### config.mk
export PLATFORM = sky130hd
export DESIGN_NAME = rx_line_queue
export DESIGN_NICKNAME = d
export VERILOG_FILES = /design/src/rtl/rx_line_queue_pkg.sv /design/src/rtl/rx_line_queue_ctrl.sv /design/src/rtl/rx_line_queue_dp.sv /design/src/rtl/rx_line_queue.sv
export SDC_FILE = /design/constraint.sdc
export NUM_CORES = 1
export LEC_CHECK = 0
export BUFFER_PORTS_ARGS = -buffer_cell sky130_fd_sc_hd__buf_2
export CORE_MARGIN = 4
export CORE_UTILIZATION = 36
export CTS_CLUSTER_SIZE = 25
export DETAILED_ROUTE_END_ITERATION = 7
export PLACE_DENSITY_LB_ADDON = 0.2
export SLEW_MARGIN = 10
export SYNTH_ARGS = -nofsm -noshare
export SYNTH_HDL_FRONTEND = slang
export SYNTH_SLANG_ARGS = --single-unit
### constraint.sdc
create_clock -name clk -period 4.2 [get_ports clk]
set_clock_uncertainty 0.05 [all_clocks]
set_input_delay 0.21 -clock clk [delete_from_list [all_inputs] [get_ports clk]]
set_output_delay 0.21 -clock clk [all_outputs]
set_load 0.01 [all_outputs]
### src/rtl/rx_line_queue_pkg.sv
package rx_line_queue_pkg;
  localparam int QDEPTH = 16;
  localparam int DWIDTH = 8;
  localparam int AW = $clog2(QDEPTH);
  localparam int CW = AW + 1;

  typedef struct packed {
    logic frmErr;
    logic parErr;
    logic [DWIDTH-1:0] data;
  } entry_t;

  typedef struct packed {
    logic wrEn;
    logic [AW-1:0] wrAddr;
    logic [AW-1:0] rdAddr;
    logic [AW-1:0] headAddr;
    logic headLoad;
    logic headFromIn;
  } strobe_t;
endpackage

### src/rtl/rx_line_queue_ctrl.sv
module rx_line_queue_ctrl
  import rx_line_queue_pkg::*;
(
  input  logic clk,
  input  logic rstN,
  input  logic fifoEn,
  input  logic rxValid,
  input  logic rdData,
  input  logic rdStatus,
  input  logic wrStatus,
  input  logic wrOverrun,
  output strobe_t st,
  output logic dataReady,
  output logic overrun
);
  localparam logic [CW-1:0] FULL_CNT = CW'(QDEPTH);
  localparam logic [AW-1:0] LAST_PTR = AW'(QDEPTH - 1);

  logic [AW-1:0] wrPtr, rdPtr, rdNext, wrNext;
  logic [CW-1:0] count;
  logic prevMode, flush, full, pop, accept, overwrite, ovrEvent, headFromIn;

  assign rdNext = (rdPtr == LAST_PTR) ? '0 : rdPtr + 1'b1;
  assign wrNext = (wrPtr == LAST_PTR) ? '0 : wrPtr + 1'b1;
  assign flush = (fifoEn != prevMode);
  assign full = fifoEn ? (count == FULL_CNT) : (count != '0);
  assign pop = rdData && (count != '0) && !flush;
  assign accept = rxValid && !flush && (!full || pop);
  assign overwrite = rxValid && !flush && full && !pop && !fifoEn;
  assign ovrEvent = rxValid && !flush && full && !pop;
  assign headFromIn = overwrite ||
                      (accept && ((count == '0) || (pop && count == CW'(1))));

  always_comb begin
    st.wrEn = accept || overwrite;
    st.wrAddr = overwrite ? rdPtr : wrPtr;
    st.rdAddr = rdPtr;
    st.headAddr = rdNext;
    st.headFromIn = headFromIn;
    st.headLoad = headFromIn || (pop && count > CW'(1));
  end

  always_ff @(posedge clk) begin
    if (!rstN) begin
      wrPtr <= '0;
      rdPtr <= '0;
      count <= '0;
      prevMode <= 1'b0;
    end else begin
      prevMode <= fifoEn;
      if (flush) begin
        wrPtr <= '0;
        rdPtr <= '0;
        count <= '0;
      end else begin
        if (accept) wrPtr <= wrNext;
        if (pop) rdPtr <= rdNext;
        case ({accept, pop})
          2'b10: count <= count + 1'b1;
          2'b01: count <= count - 1'b1;
          default: count <= count;
        endcase
      end
    end
  end

  always_ff @(posedge clk) begin
    if (!rstN) overrun <= 1'b0;
    else if (wrStatus) overrun <= wrOverrun | ovrEvent;
    else overrun <= (overrun & ~rdStatus) | ovrEvent;
  end

  assign dataReady = (count != '0);

  AST_EMPTY_READ_IDLE: assert property (@(posedge clk) disable iff (!rstN)
    (count == '0 && rdData && !rxValid) |=> (count == '0));
  AST_SINGLE_LIMIT: assert property (@(posedge clk) disable iff (!rstN)
    (!fifoEn && count <= CW'(1)) |=> (count <= CW'(1)));
  AST_FULL_DROPS: assert property (@(posedge clk) disable iff (!rstN)
    (fifoEn && !flush && count == FULL_CNT && rxValid && !rdData)
    |=> (overrun && $stable(wrPtr) && count == FULL_CNT));
  AST_OVR_READ_CLEARS: assert property (@(posedge clk) disable iff (!rstN)
    (rdStatus && !wrStatus && !ovrEvent) |=> !overrun);
  AST_FLUSH_EMPTIES: assert property (@(posedge clk) disable iff (!rstN)
    flush |=> (count == '0));
endmodule

### src/rtl/rx_line_queue_dp.sv
module rx_line_queue_dp
  import rx_line_queue_pkg::*;
(
  input  logic clk,
  input  logic rstN,
  input  strobe_t st,
  input  logic [DWIDTH-1:0] rxData,
  input  logic rxParErr,
  input  logic rxFrmErr,
  input  logic rdStatus,
  input  logic wrStatus,
  input  logic wrPar,
  input  logic wrFrm,
  output logic [DWIDTH-1:0] rdByte,
  output logic parErr,
  output logic frmErr
);
  entry_t mem [QDEPTH];
  entry_t inEntry;
  logic newPe, newFe, peEvent, feEvent, peBase, feBase;

  assign inEntry = '{frmErr: rxFrmErr, parErr: rxParErr, data: rxData};

  always_ff @(posedge clk) begin
    if (!rstN) begin
      for (int i = 0; i < QDEPTH; i++) mem[i] <= '0;
    end else if (st.wrEn) begin
      mem[st.wrAddr] <= inEntry;
    end
  end

  assign rdByte = mem[st.rdAddr].data;
  assign newPe = st.headFromIn ? rxParErr : mem[st.headAddr].parErr;
  assign newFe = st.headFromIn ? rxFrmErr : mem[st.headAddr].frmErr;
  assign peEvent = st.headLoad && newPe;
  assign feEvent = st.headLoad && newFe;
  assign peBase = wrStatus ? wrPar : (parErr & ~rdStatus);
  assign feBase = wrStatus ? wrFrm : (frmErr & ~rdStatus);

  always_ff @(posedge clk) begin
    if (!rstN) begin
      parErr <= 1'b0;
      frmErr <= 1'b0;
    end else begin
      parErr <= peBase | peEvent;
      frmErr <= feBase | feEvent;
    end
  end

  AST_PE_READ_CLEARS: assert property (@(posedge clk) disable iff (!rstN)
    (rdStatus && !wrStatus && !st.headLoad) |=> !parErr);
  AST_FE_READ_CLEARS: assert property (@(posedge clk) disable iff (!rstN)
    (rdStatus && !wrStatus && !st.headLoad) |=> !frmErr);
  AST_NEW_HEAD_PE_WINS: assert property (@(posedge clk) disable iff (!rstN)
    (st.headLoad && st.headFromIn && rxParErr) |=> parErr);
  AST_NO_HEAD_NO_SET: assert property (@(posedge clk) disable iff (!rstN)
    (!st.headLoad && !wrStatus && !parErr) |=> !parErr);
endmodule

### src/rtl/rx_line_queue.sv
module rx_line_queue
  import rx_line_queue_pkg::*;
(
  input  logic clk,
  input  logic rstN,
  input  logic fifoEn,
  input  logic rxValid,
  input  logic [7:0] rxData,
  input  logic rxParErr,
  input  logic rxFrmErr,
  input  logic rdData,
  input  logic rdStatus,
  input  logic wrStatus,
  input  logic [7:0] wrValue,
  output logic [7:0] rdByte,
  output logic dataReady,
  output logic overrun,
  output logic parErr,
  output logic frmErr,
  output logic lineIrq
);
  strobe_t st;

  rx_line_queue_ctrl uCtrl (
    .clk(clk), .rstN(rstN), .fifoEn(fifoEn), .rxValid(rxValid),
    .rdData(rdData), .rdStatus(rdStatus), .wrStatus(wrStatus),
    .wrOverrun(wrValue[1]), .st(st), .dataReady(dataReady), .overrun(overrun)
  );

  rx_line_queue_dp uDp (
    .clk(clk), .rstN(rstN), .st(st), .rxData(rxData), .rxParErr(rxParErr),
    .rxFrmErr(rxFrmErr), .rdStatus(rdStatus), .wrStatus(wrStatus),
    .wrPar(wrValue[2]), .wrFrm(wrValue[3]), .rdByte(rdByte),
    .parErr(parErr), .frmErr(frmErr)
  );

  assign lineIrq = overrun | parErr | frmErr;

  AST_IRQ_DROPS_ON_READ: assert property (@(posedge clk) disable iff (!rstN)
    (rdStatus && !wrStatus && !rxValid && !rdData) |=> !lineIrq);
endmodule

# Word-level counts from Yosys, hierarchy flattened
# Memories as Yosys holds them, arrays and structs flattened. A register that Yosys moved wholly into a read port is not among the register bits.
# Cells that the tools add are included.
word_totals:
  regBits: 17
  mem_bits_rw: 160
  in_bits: 25
  out_inout_bits: 13
  elab_cells: 76
  memories: 1
memory_table:
  columns: ["memory", "depth", "width", "rd", "rd_clocked_by_memory_dff", "write_ports", "line_no", "rtl"]
  rows:
  - ["uDp.mem", 16, 10, 2, 1, 16, "rx_line_queue_dp.sv:18", "entry_t mem [QDEPTH];"]
op_classes:
  add_sub_neg: 4
  magnitude_cmp: 1
  eq_ne: 7
  muxes: 19
  n_bitwise: 11
  n_reduce_logical: 26
op_table:
  columns: ["cell", "n"]
  rows:
  - ["4-bit two-way mux", 6]
  - ["1-bit logical AND", 12]
  - ["1-bit two-way mux", 11]
  - ["10-bit two-way mux", 1]
  - ["5-bit case mux with 2 select lines", 1]
  - ["10-bit OR reduction", 1]
  - ["4-bit by 1-bit adder with 4-bit output, second input constant", 2]
  - ["4-bit equality test, second input constant", 2]
  - ["1-bit bitwise OR", 6]
  - ["5-bit by 1-bit adder with 5-bit output, second input constant", 1]
  - ["5-bit by 1-bit equality test with 1-bit output, second input constant", 1]
  - ["5-bit equality test, second input constant", 1]
  - ["5-bit by 1-bit greater-than comparator with 1-bit output, second input constant", 1]
  - ["5-bit logical NOT", 1]
  - ["1-bit logical OR", 5]
  - ["5-bit nonzero test", 1]
  - ["5-bit by 1-bit subtractor with 5-bit output, second input constant", 1]
  - ["1-bit logical NOT", 4]
  - ["1-bit AND", 3]
  - ["2-bit by 1-bit equality test with 1-bit output, second input constant", 1]
  - ["2-bit equality test, second input constant", 1]
  - ["1-bit NOT", 2]
  - ["2-bit nonzero test", 1]
  - ["2-bit OR reduction", 1]
  - ["1-bit != test", 1]

# Longest topological paths before layout
# Gate-level depths: netlist of the first run.
logic_depth:
  ltp_word: 12
  depth_mapped: 9
  ltp_nobuf: 8

# Cells and area by module
# Synthesis of the first run repeated with hierarchy kept, for this count alone.
unflattened:
  hier_cells: 600
  hier_area_um2: 8560.7
by_module_without_submodules:
  columns: ["module", "n_inst", "cells_per_inst", "area_per_inst_um2", "seq_area_each_um2"]
  rows:
  - ["rx_line_queue_dp", 1, 470, 7534.7, 4844.6]
  - ["rx_line_queue_ctrl", 1, 129, 1019.7, 300.3]
  - ["rx_line_queue", 1, 1, 6.3, 0.0]

# Worst setup path after synthesis of the first run
# No wires, ideal clock.
synth_timing:
  path_kind: "reg2reg"
  start: "reg uCtrl.count[0]"
  end: "mem uDp.mem[0][0] in the netlist's numbering (enable)"
  setup_ns: 0.391
  arrival_ns: 2.721
  required_ns: 3.759
  path_slack_ns: 1.039
  path_stages_with_launch: 9
  path_buffers: 1
  synth_period_minus_slack_ns: 3.161
  cell_sequence: "dfxtp_1 -> inv_1 -> ha_1 -> or3b_4 -> a2111oi_2 -> buf_6 -> nor3b_2 -> o21ai_2 -> o21ai_0"
synth_rtl:
  columns: ["item", "line_no", "rtl"]
  rows:
  - ["start, declared", "rx_line_queue_ctrl.sv:20", "logic [CW-1:0] count;"]
  - ["start signal, assigned", "rx_line_queue_ctrl.sv:59", "2'b10: count <= count + 1'b1;"]
  - ["start signal, assigned", "rx_line_queue_ctrl.sv:60", "2'b01: count <= count - 1'b1;"]
  - ["start signal, assigned", "rx_line_queue_ctrl.sv:61", "default: count <= count;"]
  - ["end, declared", "rx_line_queue_dp.sv:18", null]

==> results of run 1 <==
-- placed cells by master, fill, tap and decap left out, drive strengths merged, types with 3 or more instances in the layout --
| master | n |
|---|---|
| nand2 | 67 |
| nand3 | 6 |
| mux4 | 42 |
| nor3b | 5 |
| a31oi | 8 |
| edfxtp | 160 |
| nor2b | 5 |
| ha | 5 |
| and2 | 3 |
| a31o | 3 |
| clkinv | 4 |
| a21oi | 11 |
| clkinvlp | 3 |
| a211oi | 6 |
| buf | 63 |
| nor3 | 3 |
| clkbuf | 17 |
| mux2i | 9 |
| o211ai | 3 |
| mux2 | 3 |
| dfxtp | 21 |
| o21ai | 25 |
| inv | 14 |
| xnor2 | 7 |
| nor2 | 179 |
-- cell type report --
cell class	instances	area share
clock buffer	17	0.0441
clock inverter	15	0.0166
inverter	7	0.00272
multi-input combinational	423	0.313
sequential	181	0.541
tap	313	0.0406
timing repair buffer	64	0.0417
-- state kept, by name, indices dropped and copies added, names as in the netlist, named ones only --
register,count
uDp.mem,160
uDp.frmErr,1
uCtrl.prevMode,1
uCtrl.rdPtr,4
uCtrl.overrun,1
uCtrl.wrPtr,4
uCtrl.count,5
uDp.parErr,1
-- what timing repair did --
action	CTS	global route
hold buffers	1	0
endpoints found under the hold margin	1	0
endpoints found under the setup margin	0	0
-- routing by layer --
layer / vias to the layer above / global-route usage / wire length (um)
li1: 2468 / - / -
met1: 2786 / 0.228 / 9100
met2: 194 / 0.277 / 10400
met3: 26 / 0.0352 / 1400
met4: 0 / 0.0469 / 296
met5: - / 0 / 0
-- worst paths after layout --
path / startpoint / endpoint / slack [ps] / depth (start not counted)
max: uCtrl.count[0]$_SDFFE_PP0P_ / uDp.mem[3][7]$_SDFFCE_PN0P_ / 840 / 10
min: fifoEn / uCtrl.prevMode$_SDFF_PN0_ / 80 / 2
max reg2reg: uCtrl.count[0]$_SDFFE_PP0P_ / uDp.mem[3][7]$_SDFFCE_PN0P_ / 840 / 10
min reg2reg: uCtrl.count[1]$_SDFFE_PP0P_ / uCtrl.count[1]$_SDFFE_PP0P_ / 550 / 2
-- report_power, final --
part / leakage [uW] / total [uW] / internal (uW) / switching [uW]
Clock: 0.000279 / 1580 / 842 / 736
Combinational: 0.00112 / 263 / 99.4 / 163
Sequential: 0.00183 / 2040 / 2010 / 23.6
-- cell families (layout without fill, tap and decap cells) --
logic type / after synthesis / in the layout
compound gates: 74 / 74
simple gates: 281 / 281
mux: 54 / 54
flops: 181 / 181
fa+ha+maj: 5 / 5
xor+xnor: 9 / 9
buf+inv: 46 / 103
-- metrics by stage --
step	instances	util	hold slack [ps]	area (sq um)	total power, uW
4_1_cts	1020	0.423	54.2	9660	3910
3_5_place_dp	987	0.397	458	9060	2340
5_1_grt	1020	0.423	62.3	9660	4010
3_3_place_gp	987	0.397	438	9060	2330
6_report	1020	0.423	76.2	9660	3880
2_1_floorplan	650	-	343	8420	2220
==> impl_metrics.env, run 1 <==
export IMPL_period_share=0.801
export IMPL_dp_hpwl_um=13800
export IMPL_wl_per_cell_um=20.8
export IMPL_post_synth_top_area_cell="edfxtp_1"
export IMPL_end_kind="flip-flop"
export IMPL_portBuffers=32
export IMPL_seq_area_sq_um=5230
export IMPL_path_cells="inv_1 > ha_1 > or3b_4 > a2111oi_4 > buf_4 > and3_1 > o21ai_4 > buf_4 > o21ai_0 > buf_4"
export IMPL_nets=724
export IMPL_synth_compound_area_frac=0.0603
export IMPL_rows=55
export IMPL_maxSlewHeadroom=0.386
export IMPL_synth_top_area_share=0.571
export IMPL_worst_pin_slew_ps=909
export IMPL_cts_buffer_depth=2
export IMPL_antenna_found_initial=0
export IMPL_drc=0
export IMPL_synth_xor_area_share=0.00936
export IMPL_ys_top_cells_by_area="edfxtp_1, mux4_2, nor2_1, dfxtp_1, nand2_1"
export IMPL_worst_path_most_repeated_cell="buf_4"
export IMPL_worstPathMaxFanout=14
export IMPL_final_layout_size_suffix_gt1_frac=0.235
export IMPL_coreArea_sq_um=22800
export IMPL_max_freq_ghz=0.297
export IMPL_peakVddDrop_mv=0.241
export IMPL_synth_adder_area_share=0.00743
export IMPL_clkSinkCount=181
export IMPL_ioPinCount=38
export IMPL_insertion_delay_ps=430
export IMPL_synth_top_family_by_area="simple AND/OR/NAND/NOR gates"
export IMPL_root_buffer="clkbuf_16"
export IMPL_post_synth_top_count_cell="nor2_1"
export IMPL_area_delta_synth_final_pct=14.7
export IMPL_synthArstFlopShare=0
export IMPL_period_needed_ps=3360
export IMPL_grt_overflow_total=0
export IMPL_synth_ff_type="edfxtp_1"
export IMPL_slew_viol_final=0
export IMPL_routabilityCongestion=0.807
export IMPL_multi_input_area_sq_um=3020
export IMPL_n_antenna_cell=0
export IMPL_drtIter0Drc=539
export IMPL_path_delay_family="buffers and inverters"
export IMPL_critPathSlowestCell="a2111oi_4"
export IMPL_cts_setup_buffers=0
export IMPL_finalSetupViolCount=0
export IMPL_synth_edf_count=160
export IMPL_worstPathRequired_ps=4270
export IMPL_ys_warnings_count=0
export IMPL_critPathBufInv=4
export IMPL_numCtsBuffers=17
export IMPL_num_vias=5474
export IMPL_vias_per_cell=5.37
export IMPL_drt_pass1_iterations=5
export IMPL_cp_slowest_stage_delay_ps=560
export IMPL_yosysSeqAreaShare=0.621
export IMPL_leakage_uw=0.00322
export IMPL_status="finished, final reports clean"
export IMPL_ys_ff_latch=181
export IMPL_critPathKind="flip-flop to flip-flop"
export IMPL_yosys_top_cells_count="nor2_1, edfxtp_1, nand2_1, mux4_2, dfxtp_1"
export IMPL_cts_tree="yes"
export IMPL_start_util=0.369
export IMPL_ant_nets=0
export IMPL_finalSetupTns_ps=0
export IMPL_synthSimpleGateAreaFrac=0.148
export IMPL_synthMuxAreaShare=0.129
export IMPL_syn_area_per_cell_sq_um=13.0
export IMPL_grt_pass1_wl_um=32400
export IMPL_grt_usage=0.168
export IMPL_die_area_sq_um=25900
export IMPL_synthesis_nets=680
export IMPL_die_w_um=161
export IMPL_cts_reportedPaths_clkPinSlew_ps=70
export IMPL_wl_um=21200
export IMPL_hp_class="input pin to flip-flop"
export IMPL_hold_violations=0
export IMPL_die_h_um=161
export IMPL_pre_cts_slack_ps=817
export IMPL_fillCellCount=2190
export IMPL_syn_area_sq_um=8420
export IMPL_cp_start_kind="flip-flop"
export IMPL_synth_cell_type_count=57
export IMPL_cts_resized=0
export IMPL_synthCells=650
export IMPL_maxCapViolCount=0
export IMPL_timing_final_ws_setup_ps=837
export IMPL_cts_htree_levels=4
export IMPL_crit_arrival_ps=3430
export IMPL_rsz0062_at_grt="no"
export IMPL_grt_max_degree=33
export IMPL_grt_pass1_vias=5480
export IMPL_p_per_area_nw_per_um2=401
Power figures use the tool's default switching activity.
==> run 2: changes to the inputs <==
==> constraint.sdc (replaced) <==
create_clock -name clk -period 3.2 [get_ports clk]
set_clock_uncertainty 0.05 [all_clocks]
set_input_delay 0.16 -clock clk [delete_from_list [all_inputs] [get_ports clk]]
set_output_delay 0.16 -clock clk [all_outputs]
set_load 0.01 [all_outputs]
==> impl_metrics.env, run 2 (same netlist as run 1, synthesis figures left out) <==
export IMPL_fillCellCount=2166
export IMPL_regMostFlops="uDp.mem"
export IMPL_p_per_area_nw_per_um2=520
export IMPL_power_uw=5070
export IMPL_cts_htree_levels=4
export IMPL_ant_nets=0
export IMPL_drt_pass1_iterations=5
export IMPL_cts_tree="yes"
export IMPL_wl_per_cell_um=20.6
export IMPL_root_buffer="clkbuf_16"
export IMPL_period_needed_ps=3010
export IMPL_period_share=0.941
export IMPL_largest_reg_flops=160
export IMPL_worstPathMaxFanout=9
export IMPL_worst_pin_slew_ps=971
export IMPL_reg2reg_slack_ps=190
export IMPL_status="finished, final reports clean"
export IMPL_crit_arrival_ps=3090
export IMPL_coreArea_sq_um=22800
export IMPL_hold_violations=0
export IMPL_cp_slowest_stage_delay_ps=440
export IMPL_die_w_um=161
export IMPL_final_common_cell="nor2_1"
export IMPL_wl_um=21300
export IMPL_grt_pass1_wl_um=32500
export IMPL_maxSlewHeadroom=0.349
export IMPL_ioPinCount=38
export IMPL_insertion_delay_ps=430
export IMPL_reg_top3="uDp.mem: 160 flops, uCtrl.count: 5 flops"
export IMPL_hp_class="input pin to flip-flop"
export IMPL_mostFrequentLayoutCells="nor2_1, edfxtp_1, nand2_1"
export IMPL_cts_reportedPaths_clkPinSlew_ps=70
export IMPL_drc=0
export IMPL_nets=734
export IMPL_grt_overflow_total=0
export IMPL_die_h_um=161
export IMPL_finalSetupTns_ps=0
export IMPL_n_antenna_cell=0
export IMPL_grt_usage=0.167
export IMPL_final_layout_size_suffix_gt1_frac=0.244
export IMPL_numCtsBuffers=17
export IMPL_leakage_uw=0.00328
export IMPL_peakVddDrop_mv=0.276
export IMPL_routabilityCongestion=0.806
export IMPL_pre_cts_slack_ps=13.1
export IMPL_portBuffers=32
export IMPL_worst_path_most_repeated_cell="buf_4"
export IMPL_start_util=0.369
export IMPL_die_area_sq_um=25900
export IMPL_grt_pass1_vias=5596
export IMPL_grt_max_degree=33
export IMPL_timing_final_ws_setup_ps=189
export IMPL_antenna_found_initial=0
export IMPL_cts_resized=0
export IMPL_end_kind="flip-flop"
export IMPL_num_vias=5523
export IMPL_dp_hpwl_um=14200
export IMPL_slew_viol_final=0
export IMPL_max_freq_ghz=0.332
export IMPL_path_cells="inv_1 > ha_1 > or3b_4 > a2111oi_4 > buf_4 > buf_4 > and3b_1 > o21ai_4 > o21ai_0 > buf_4"
export IMPL_rows=55
export IMPL_rsz0062_at_grt="no"
export IMPL_cp_start_kind="flip-flop"
export IMPL_clkSinkCount=181
export IMPL_maxCapViolCount=0
export IMPL_drtIter0Drc=562
export IMPL_post_route_util=0.426
export IMPL_cts_buffer_depth=2
export IMPL_critPathKind="flip-flop to flip-flop"
export IMPL_finalSetupViolCount=0
export IMPL_vias_per_cell=5.36
export IMPL_area_delta_synth_final_pct=15.7
export IMPL_critPathSlowestCell="or3b_4"
export IMPL_worstPathRequired_ps=3280
==> run 2: changes by cell type in the layout (fill, tap and decap cells not counted), sizes merged <==
cell      change
inv           -1
buf          +10
clkinvlp      -1
clkinv        +2
==> run 2: critical path: cells and delay by family (launching register included) <==
family                     cells  cell delay [ps]
and+or+nand+nor                2              660
AOI/OAI and AO/OA              3              720
DFF                            1              380
adders and majority gates      1              230
buffers and inverters          4              670
==> run 2: worst paths after layout <==
path	startpoint	end	cells after the start
setup / recovery	uCtrl.count[0]$_SDFFE_PP0P_	uDp.mem[13][1]$_SDFFCE_PN0P_	10
hold reg to reg	uCtrl.count[1]$_SDFFE_PP0P_	uCtrl.count[1]$_SDFFE_PP0P_	2
hold / removal	fifoEn	uCtrl.prevMode$_SDFF_PN0_	2
setup reg to reg	uCtrl.count[0]$_SDFFE_PP0P_	uDp.mem[13][1]$_SDFFCE_PN0P_	10
==> run 2: cell type report <==
class                      count  area [sq um]  share of cell area
clock buffer                  17           425              0.0437
inverter                       7          26.3             0.00270
multi-input combinational    423          3020               0.310
tap                          313           392              0.0402
timing repair buffer          74           503              0.0516
sequential                   181          5230               0.537
clock inverter                15           144              0.0148
==> run 2: metrics by stage <==
stage	hold WS, ps	area (sq um)	cells
after CTS	4.60	9730	1028
after global placement	387	9150	995
after global routing	14.5	9740	1030
final	25.2	9740	1030
after detailed placement	408	9150	995
after floorplan	293	8420	650
==> run 2: metal layers <==
metal / track usage / share of wire / vias up
li1: - / - / 2494
met1: 0.224 / 0.43 / 2831
met2: 0.275 / 0.49 / 174
met3: 0.0352 / 0.067 / 24
met4: 0.0516 / 0.017 / 0
met5: 0 / 0 / -
==> run 2: power by group <==
part / total, uW / switching (uW) / internal [uW]
logic: 351 / 214 / 138
registers: 2670 / 33.6 / 2640
clock network: 2040 / 948 / 1090
total: 5070 / 1190 / 3870
==> run 2: timing repair <==
item	in CTS	in global routing
hold buffers	1	0
endpoints found under the setup margin	3	143
pin swaps	1	1
buffers inserted	0	2
hold endpoints to repair	1	0
